===== src/rtl/trs_pkg.sv =====
package trs_pkg;
    typedef enum logic [1:0] {
        ST_IDLE   = 2'd0,
        ST_APPLY  = 2'd1,
        ST_SIGNAL = 2'd2
    } trs_state_e;

    localparam logic [11:0] PSTATE_KEEP = 12'hF3F;
    localparam int TS_W      = 64;
    localparam int CCR_LSB   = 32;
    localparam int ASI_LSB   = 24;
    localparam int PST_LSB   = 8;
    localparam int GL_LSB    = 40;
endpackage


===== src/rtl/trs_stack.sv =====
module trs_stack #(
    parameter int MAXTL = 5,
    parameter int PCW   = 64,
    parameter int HPW   = 8,
    localparam int TLW  = $clog2(MAXTL + 1)
) (
    input  logic                    clk,
    input  logic                    rst_n,
    input  logic                    wr_en,
    input  logic [TLW-1:0]          wr_lvl,
    input  logic [PCW-1:0]          wr_pc,
    input  logic [PCW-1:0]          wr_npc,
    input  logic [trs_pkg::TS_W-1:0] wr_ts,
    input  logic [HPW-1:0]          wr_hp,
    input  logic [TLW-1:0]          rd_lvl,
    output logic [PCW-1:0]          rd_pc,
    output logic [PCW-1:0]          rd_npc,
    output logic [trs_pkg::TS_W-1:0] rd_ts,
    output logic [HPW-1:0]          rd_hp
);
    logic [PCW-1:0]           pc_mem  [MAXTL+1];
    logic [PCW-1:0]           npc_mem [MAXTL+1];
    logic [trs_pkg::TS_W-1:0] ts_mem  [MAXTL+1];
    logic [HPW-1:0]           hp_mem  [MAXTL+1];

    always_ff @(posedge clk) begin
        for (int i = 0; i <= MAXTL; i++) begin
            if (!rst_n) begin
                pc_mem[i]  <= '0;
                npc_mem[i] <= '0;
                ts_mem[i]  <= '0;
                hp_mem[i]  <= '0;
            end else if (wr_en && (int'(wr_lvl) == i)) begin
                pc_mem[i]  <= wr_pc;
                npc_mem[i] <= wr_npc;
                ts_mem[i]  <= wr_ts;
                hp_mem[i]  <= wr_hp;
            end
        end
    end

    assign rd_pc  = pc_mem[rd_lvl];
    assign rd_npc = npc_mem[rd_lvl];
    assign rd_ts  = ts_mem[rd_lvl];
    assign rd_hp  = hp_mem[rd_lvl];
endmodule


===== src/rtl/trs_unpack.sv =====
module trs_unpack #(
    parameter int NWIN = 8,
    localparam int CWW = $clog2(NWIN)
) (
    input  logic [trs_pkg::TS_W-1:0] ts,
    output logic [7:0]               ccr_f,
    output logic [7:0]               asi_f,
    output logic [11:0]              pst_f,
    output logic [CWW-1:0]           cwp_f,
    output logic [2:0]               gl_f
);
    import trs_pkg::*;

    logic [7:0]     raw_win;
    logic [CWW-1:0] wrapped;
    wire unused_ts_bits = ^{ts[TS_W-1:GL_LSB+3], ts[PST_LSB+15:PST_LSB+12]};

    assign raw_win = ts[7:0];
    assign wrapped = CWW'(int'(raw_win) % NWIN);

    always_comb begin
        ccr_f = ts[CCR_LSB +: 8];
        asi_f = ts[ASI_LSB +: 8];
        pst_f = ts[PST_LSB +: 12] & PSTATE_KEEP;
        cwp_f = CWW'(NWIN - 1) - wrapped;
        gl_f  = ts[GL_LSB +: 3];
    end

    always_comb begin
        a_r7_wrap_in_range: assert (int'(wrapped) < NWIN);
    end
endmodule


===== src/rtl/trs_ctrl.sv =====
module trs_ctrl (
    input  logic clk,
    input  logic rst_n,
    input  logic cmd_vld,
    input  logic tl_zero,
    output logic accept,
    output logic apply_en,
    output logic busy,
    output logic recheck,
    output logic err
);
    import trs_pkg::*;

    trs_state_e state_q, state_d;
    logic err_q;

    always_ff @(posedge clk) begin
        if (!rst_n) begin
            state_q <= ST_IDLE;
            err_q   <= 1'b0;
        end else begin
            state_q <= state_d;
            err_q   <= (state_q == ST_IDLE) && cmd_vld && tl_zero;
        end
    end

    always_comb begin
        state_d  = state_q;
        accept   = 1'b0;
        apply_en = 1'b0;
        recheck  = 1'b0;
        busy     = 1'b1;
        unique case (state_q)
            ST_IDLE: begin
                busy = 1'b0;
                if (cmd_vld && !tl_zero) begin
                    accept  = 1'b1;
                    state_d = ST_APPLY;
                end
            end
            ST_APPLY: begin
                apply_en = 1'b1;
                state_d  = ST_SIGNAL;
            end
            ST_SIGNAL: begin
                recheck = 1'b1;
                state_d = ST_IDLE;
            end
            default: state_d = ST_IDLE;
        endcase
    end

    assign err = err_q;

    a_r11_apply_then_signal: assert property (@(posedge clk) disable iff (!rst_n)
        apply_en |=> recheck);
    a_r10_err_no_accept: assert property (@(posedge clk) disable iff (!rst_n)
        err |-> !busy);
endmodule


===== src/rtl/trap_return_unit.sv =====
module trap_return_unit #(
    parameter int NWIN  = 8,
    parameter int MAXTL = 5,
    parameter int PCW   = 64,
    parameter int HPW   = 8,
    parameter bit HV_EN = 1'b1,
    localparam int TLW  = $clog2(MAXTL + 1),
    localparam int CWW  = $clog2(NWIN)
) (
    input  logic           clk,
    input  logic           rst_n,
    input  logic           cmd_vld,
    input  logic           cmd_retry,
    input  logic           push_vld,
    input  logic [PCW-1:0] push_pc,
    input  logic [PCW-1:0] push_npc,
    input  logic [63:0]    push_tstate,
    input  logic [HPW-1:0] push_hpstate,
    output logic           busy,
    output logic [PCW-1:0] pc,
    output logic [PCW-1:0] npc,
    output logic [7:0]     ccr,
    output logic [7:0]     asi,
    output logic [11:0]    pstate,
    output logic [CWW-1:0] cwp,
    output logic [2:0]     gl,
    output logic [HPW-1:0] hpstate,
    output logic [TLW-1:0] tl,
    output logic           err_pulse,
    output logic           irq_recheck
);
    logic [TLW-1:0] tl_q;
    logic           accept, apply_en, push_en, retry_q;
    logic [PCW-1:0] rd_pc, rd_npc;
    logic [63:0]    rd_ts;
    logic [HPW-1:0] rd_hp;
    logic [7:0]     ccr_f, asi_f;
    logic [11:0]    pst_f;
    logic [CWW-1:0] cwp_f;
    logic [2:0]     gl_f;
    logic [PCW-1:0] pc_q, npc_q;
    logic [7:0]     ccr_q, asi_q;
    logic [11:0]    pst_q;
    logic [CWW-1:0] cwp_q;
    logic [2:0]     gl_q;
    logic [HPW-1:0] hp_q;

    trs_ctrl u_ctrl (
        .clk      (clk),
        .rst_n    (rst_n),
        .cmd_vld  (cmd_vld),
        .tl_zero  (tl_q == '0),
        .accept   (accept),
        .apply_en (apply_en),
        .busy     (busy),
        .recheck  (irq_recheck),
        .err      (err_pulse)
    );

    assign push_en = push_vld && !cmd_vld && !busy && (int'(tl_q) < MAXTL);

    trs_stack #(.MAXTL(MAXTL), .PCW(PCW), .HPW(HPW)) u_stack (
        .clk    (clk),
        .rst_n  (rst_n),
        .wr_en  (push_en),
        .wr_lvl (tl_q + 1'b1),
        .wr_pc  (push_pc),
        .wr_npc (push_npc),
        .wr_ts  (push_tstate),
        .wr_hp  (push_hpstate),
        .rd_lvl (tl_q),
        .rd_pc  (rd_pc),
        .rd_npc (rd_npc),
        .rd_ts  (rd_ts),
        .rd_hp  (rd_hp)
    );

    trs_unpack #(.NWIN(NWIN)) u_unpack (
        .ts    (rd_ts),
        .ccr_f (ccr_f),
        .asi_f (asi_f),
        .pst_f (pst_f),
        .cwp_f (cwp_f),
        .gl_f  (gl_f)
    );

    always_ff @(posedge clk) begin
        if (!rst_n) begin
            tl_q    <= '0;
            retry_q <= 1'b0;
            pc_q    <= '0;
            npc_q   <= '0;
            ccr_q   <= '0;
            asi_q   <= '0;
            pst_q   <= '0;
            cwp_q   <= '0;
        end else begin
            if (accept) retry_q <= cmd_retry;
            if (push_en) tl_q <= tl_q + 1'b1;
            if (apply_en) begin
                tl_q  <= tl_q - 1'b1;
                pc_q  <= retry_q ? rd_pc : rd_npc;
                npc_q <= retry_q ? rd_npc : rd_npc + PCW'(4);
                ccr_q <= ccr_f;
                asi_q <= asi_f;
                pst_q <= pst_f;
                cwp_q <= cwp_f;
            end
        end
    end

    generate
        if (HV_EN) begin : g_hv
            always_ff @(posedge clk) begin
                if (!rst_n) begin
                    gl_q <= '0;
                    hp_q <= '0;
                end else if (apply_en) begin
                    gl_q <= gl_f;
                    hp_q <= rd_hp;
                end
            end
        end else begin : g_nohv
            assign gl_q = '0;
            assign hp_q = '0;
            wire unused_hv_src = ^{gl_f, rd_hp};
        end
    endgenerate

    assign pc      = pc_q;
    assign npc     = npc_q;
    assign ccr     = ccr_q;
    assign asi     = asi_q;
    assign pstate  = pst_q;
    assign cwp     = cwp_q;
    assign gl      = gl_q;
    assign hpstate = hp_q;
    assign tl      = tl_q;

    a_r9_tl_drops_one: assert property (@(posedge clk) disable iff (!rst_n)
        apply_en |=> (tl_q == TLW'(int'($past(tl_q)) - 1)));
    a_r2_tl_bounded: assert property (@(posedge clk) disable iff (!rst_n)
        int'(tl_q) <= MAXTL);
    a_r6_pstate_masked: assert property (@(posedge clk) disable iff (!rst_n)
        pst_q[7:6] == 2'b00);
    a_r7_cwp_in_range: assert property (@(posedge clk) disable iff (!rst_n)
        int'(cwp_q) < NWIN);
    a_r10_reject_keeps_tl: assert property (@(posedge clk) disable iff (!rst_n)
        err_pulse |-> (tl_q == '0) && !irq_recheck);
    a_r11_busy_ignores_push: assert property (@(posedge clk) disable iff (!rst_n)
        (busy && !apply_en) |=> $stable(tl_q));
endmodule


===== config.mk =====
export PLATFORM = sky130hd
export DESIGN_NAME = trap_return_unit
export DESIGN_NICKNAME = d
export VERILOG_FILES = /design/src/rtl/trs_pkg.sv /design/src/rtl/trs_stack.sv /design/src/rtl/trs_unpack.sv /design/src/rtl/trs_ctrl.sv /design/src/rtl/trap_return_unit.sv
export SDC_FILE = /design/constraint.sdc
export NUM_CORES = 2
export LEC_CHECK = 0
export BUFFER_PORTS_ARGS = -buffer_cell sky130_fd_sc_hd__buf_2
export CAP_MARGIN = 25
export CORE_MARGIN = 4
export CORE_UTILIZATION = 50
export CTS_BUF_LIST = sky130_fd_sc_hd__clkbuf_4
export DETAILED_ROUTE_END_ITERATION = 10
export GPL_ROUTABILITY_DRIVEN = 1
export MAX_ROUTING_LAYER = met4
export PLACE_DENSITY_LB_ADDON = 0.15
export RECOVER_POWER = 50
export SETUP_SLACK_MARGIN = 0.05
export SLEW_MARGIN = 0
export SYNTH_ARGS = -nofsm -noshare
export SYNTH_HDL_FRONTEND = slang
export SYNTH_SLANG_ARGS = --single-unit

===== constraint.sdc =====
create_clock -name clk -period 25 [get_ports clk]
set_input_delay 2.5 -clock clk [delete_from_list [all_inputs] [get_ports clk]]
set_output_delay 2.5 -clock clk [all_outputs]
set_load 0.01 [all_outputs]

### Word level (Yosys, flattened, before mapping)

Memories as Yosys holds them, arrays and structs flattened. A register that Yosys moved wholly into a read port is not among the register bits.
Cells that the tools add are included.

| storage, ports and cells | value |
|---|---|
| memory bits (writable) | 1200 |
| register bits | 167 |
| memories | 4 |
| input port bits | 205 |

Memory list:

| memory | words | bits a word | read ports | clocked after memory_dff | write ports | line | source |
|---|---|---|---|---|---|---|---|
| u_stack.npc_mem | 6 | 64 | 1 | 1 | 6 | trs_stack.sv:22 | `logic [PCW-1:0] npc_mem [MAXTL+1];` |
| u_stack.pc_mem | 6 | 64 | 1 | 1 | 6 | trs_stack.sv:21 | `logic [PCW-1:0] pc_mem [MAXTL+1];` |
| u_stack.ts_mem | 6 | 64 | 1 | 1 | 6 | trs_stack.sv:23 | `logic [trs_pkg::TS_W-1:0] ts_mem [MAXTL+1];` |
| u_stack.hp_mem | 6 | 8 | 1 | 1 | 6 | trs_stack.sv:24 | `logic [HPW-1:0] hp_mem [MAXTL+1];` |

| cells by class | value |
|---|---|
| bitwise gates (word level) | 24 |
| magnitude comparators | 1 |
| $add $sub $neg | 4 |
| reduce and logical (&&, ||, !) cells | 19 |
| eq/ne operators | 8 |
| multiplexer cells | 60 |

Operator list:

| cell | count |
|---|---|
| 2-to-1 mux 64 bit | 20 |
| adder 64 x 3 -> 64 bit (second input constant) | 1 |
| 2-to-1 mux 8 bit | 6 |
| 2-to-1 mux 1 bit | 24 |
| 2-to-1 mux 3 bit | 8 |
| OR 1 bit | 24 |
| equality test 3 bit (second input constant) | 4 |
| logical AND 1 bit | 12 |
| zero test 3 bit | 2 |
| case mux 2 bit (2 select lines) | 1 |
| adder 3 x 1 -> 3 bit (second input constant) | 1 |
| equality test 3 x 2 -> 1 bit (second input constant) | 1 |
| zero test 1 bit | 3 |
| < comparator 3 bit (second input constant) | 1 |
| subtractor 3 x 1 -> 3 bit (second input constant) | 1 |
| subtractor 3 bit (first input constant) | 1 |
| equality test 2 x 1 -> 1 bit (second input constant) | 1 |
| equality test 2 bit (second input constant) | 1 |
| zero test 2 bit | 1 |
| 2-to-1 mux 2 bit | 1 |
| inequality test 2 x 1 -> 1 bit (second input constant) | 1 |
| nonzero test 2 bit | 1 |

### Logic depth before layout (Yosys ltp)

| logic depth | value |
|---|---|
| word-level depth | 9 |
| mapped depth | 15 |

### Modules after synthesis

A second synthesis with hierarchy kept.

| second synthesis, totals | value |
|---|---|
| cells, all modules | 4527 |
| area total of the unflattened synthesis | 62155.9 µm² |

By module, submodules not included:

| module | times used | seq. area each (µm²) | cells an instance | area an instance (µm²) |
|---|---|---|---|---|
| trs_stack | 1 | 36034.6 | 3570 | 53608.9 |
| trap_return_unit | 1 | 3483.3 | 910 | 8180.3 |
| trs_unpack | 1 | 0.0 | 35 | 247.7 |
| trs_ctrl | 1 | 60.1 | 12 | 118.9 |

### Worst setup path before layout

No wires, ideal clock.

| timing | value |
|---|---|
| kind | input port to flip-flop |
| start | input port cmd_vld |
| end | memory u_stack.hp_mem[5][0] (enable) |
| setup time | 928 ps |
| buffers on the path | 1 |
| arrival time | 14744 ps |
| stages | 4 |
| path slack | 9328 ps |
| cells stage by stage | and4b_1 -> clkbuf_1 -> nand2_1 -> o21ai_0 |

RTL lines:

| item | line | source |
|---|---|---|
| from (decl) | trap_return_unit.sv:12 | `input logic cmd_vld,` |
| to (decl) | trs_stack.sv:24 |  |

==> run metrics <==
DRC Markers=0; Routed wire per std cell=26.45 µm; port bufs=roughly 350; register area=33850 µm²; Final Setup Violations=0; Internal Power=approximately 3.5 mW; PostCTS Resize Cnt=0; Longest Clk Path Bufs=4; first-pass GRT wire length=between 200000 and 250000 µm; Comb power frac=0.153; max frequency=0.07892 GHz; Most used DFF post-synth=edfxtp_1; max-slew violations=1367; maximum VDD drop=0.04491 mV; leakage=22.30 nW; clock power share=0.362; total CTS buffers=roughly 330; drt pass-1 iters=8; Seq cells post-synth=1186; Tot GR Track Use=0.2938; WL final=between 150000 and 200000 µm; die height=around 340 µm; P_sw=1.347 mW; metal2 WL=72170 µm; fin nets=4640; post-DP HPWL=93080 µm; critical-path cell list=buf_2 > clkbuf_1 > o21ai_4 > clkbuf_1 > clkbuf_1; CTS tree=yes; remaining antenna violation count=0; Reg power frac=0.485; DR vias/cell=around 5.8; number of DRC markers in iteration 0=between 3000 and 4000; TNS Setup=0 ns; most frequent cells in the layout=edfxtp_1 (1008), and2_1 (774), clkbuf_4 (526), buf_2 (282), nand2_1 (250); Post-synth EDFFs=around 1000; Slew @ Worst Pin=9.937 ns; top layer in use=met4; hold_ws=0.4534 ns; Hold-fix buffers, CTS=0; Worst-Skew Late Latency=1.23 ns; Setup Buffers After CTS=0; commonest non-fill, non-tap cell in the layout=edfxtp_1; area of the multi-input gates=approximately 19000 µm²; Critical Path Sink Type=register; Area after DPL=56730 µm²; Worst slew margin=-5.624; asr flop ratio synth=0; Fill cells=8867; Synth Cell Area=53970 µm²; initial antenna violation count=57; Worst EP arrival=13.34 ns; layout cells sized above 1=0.2419; Max-Cap Viols=24; Setup Skew=0.08140 ns; slowest stage delay, CP=6.21 ns; placed cell count=5502; Area Overhead vs Synth=12.62%; Placeable Area=approximately 110000 µm²; DR vias=35383; CTS sink cnt=1186; Final Hold Viols=0; critical path class=input port to register; total grt overflow=0; RSZ-0062 raised after global routing=no; Synth cell types=84; period utilization=0.5068; yosys warns=0; crit path max fanout=118; met1 WL=69530 µm; Mapped Cells=3990; syn_area_per_cell=roughly 14 µm²; largest net degree at the start of global routing=169; failing checks=capacitance limit, slew limit; Max H-tree Level=5; fin crit period=12.67 ns; most used cell, CP=clkbuf_1; Min-Delay Path Class=register to register; die area=113300 µm²; slowest CP cell=clkbuf_1; PwrDens=80.00 nW/µm²; non-filler cells, final=6114; # rows=120; Seq/Total Area, Yosys=0.6269; Switching Fraction=0.2770; # IOs=~380; startpoint type of the worst setup path=input port; clk slew on worst S/H paths=about 0.060 ns; status=complete, but fails checks; GPL Wtd Cong=0.8555; number of global-route vias before repair=roughly 35000; CTS Root Cell=clkbuf_4; Initial Utilization=0.5041; post-route cell area=60780 µm²; DR WL met3=17310 µm; Data required, critical path=25.67 ns; Die Span X=336.5 µm
flip-flops by register name, indices dropped and copies added (netlist names), 2 cells and up, named ones only:
signal           count
u_stack.npc_mem    384
u_stack.pc_mem     384
u_stack.ts_mem     192
npc                 64
pc                  64
u_stack.hp_mem      48
pstate              10
asi                  8
ccr                  8
hpstate              8
cwp                  3
gl                   3
tl                   3
u_ctrl.state_q       2
layout make-up:
cell class / count / area share
clock inverters: 41 / 0.003582
clock buffers: 526 / 0.06497
repair buffers: 402 / 0.03409
multi-input cells: 2490 / 0.3083
diodes: 43 / 0.001770
flip-flops and latches: 1186 / 0.5569
well taps: 1403 / 0.02888
inverters: 23 / 0.001523
power by group through the flow:
stage | combinational (mW) | clock [mW] | sequential, mW
final | 0.745 | 1.76 | 2.36
after global placement | 0.736 | 0 | 2.39
after floorplan | 0.476 | 0 | 2.38
after detailed placement | 0.740 | 0 | 2.39
after global routing | 0.792 | 1.92 | 2.37
after CTS | 0.742 | 1.79 | 2.35
cells in the mapped netlist (4+ instances only):
library cell	n	area, µm²
and2_1	1017	6362
edfxtp_1	1008	30270
nand2_1	250	938.4
clkbuf_1	210	788.3
dfxtp_1	178	3563
o211ai_1	170	1276
mux2i_1	153	1531
mux4_2	149	3356
a21oi_1	115	575.6
nand3_1	105	525.5
nor2_1	94	352.8
mux2_2	82	923.4
o21ai_0	60	300.3
and3_1	24	150.1
buf_2	24	120.1
inv_1	23	86.33
nand4_1	21	131.4
buf_1	20	75.07
a211oi_1	19	142.6
buf_4	19	142.6
nand3b_1	18	135.1
xnor2_1	16	140.1
nor3_1	15	75.07
buf_6	14	157.7
or4_1	14	105.1
mux4_1	13	341.6
nand2b_1	12	75.07
xor2_1	9	78.83
nor4_1	8	50.05
o311ai_0	8	70.07
ha_1	7	87.58
nor2b_1	7	43.79
nand4b_1	6	52.55
nor3b_1	6	45.04
and4_1	5	43.79
o211a_1	5	50.05
o31ai_1	5	37.54
or2_2	5	31.28
a31oi_1	4	25.02
or4b_1	4	40.04
cells by family after synthesis:
kind of cell,synth area share
simple gates,0.1742
flops,0.6269
compound gates,0.05137
mux,0.1151
buf+inv,0.02671
xor+xnor,0.004057
fa+ha+maj,0.001623
other cells,0.00006948
worst max-delay path: cells and delay by family:
kind	cells	cell delay, ns
buf+inv	4	10.43
compound gates	1	0.33
metrics by stage:
stage | setup slack, ns | total power, mW | util
finish | 12.33 | 4.863 | 0.5678
global route | 11.85 | 5.075 | 0.5675
CTS | 19.58 | 4.885 | 0.5688
detailed placement | 18.68 | 3.132 | 0.5299
global placement | 18.71 | 3.124 | 0.5299
floorplan | 9.328 | 2.858 | -
metal layers:
| metal | global-route usage | up-vias |
|---|---|---|
| met1 | 0.4162 | 17752 |
| met3 | 0.08340 | 215 |
| li1 | - | 15732 |
| met5 | - | - |
| met2 | 0.4238 | 1684 |
| met4 | 0.06940 | 0 |
final timing paths:
check             startpoint                     to  slack, ns  cells after the start
setup / recovery       rst_n  u_stack.pc_mem[5][29]      12.33                      5
hold / removal    hpstate[3]             hpstate[3]       0.45                      2
hold reg to reg   hpstate[3]             hpstate[3]       0.45                      2
setup reg to reg       tl[1]  u_stack.pc_mem[5][29]      13.54                      6
Note: power is estimated with default switching activity, not from simulation.
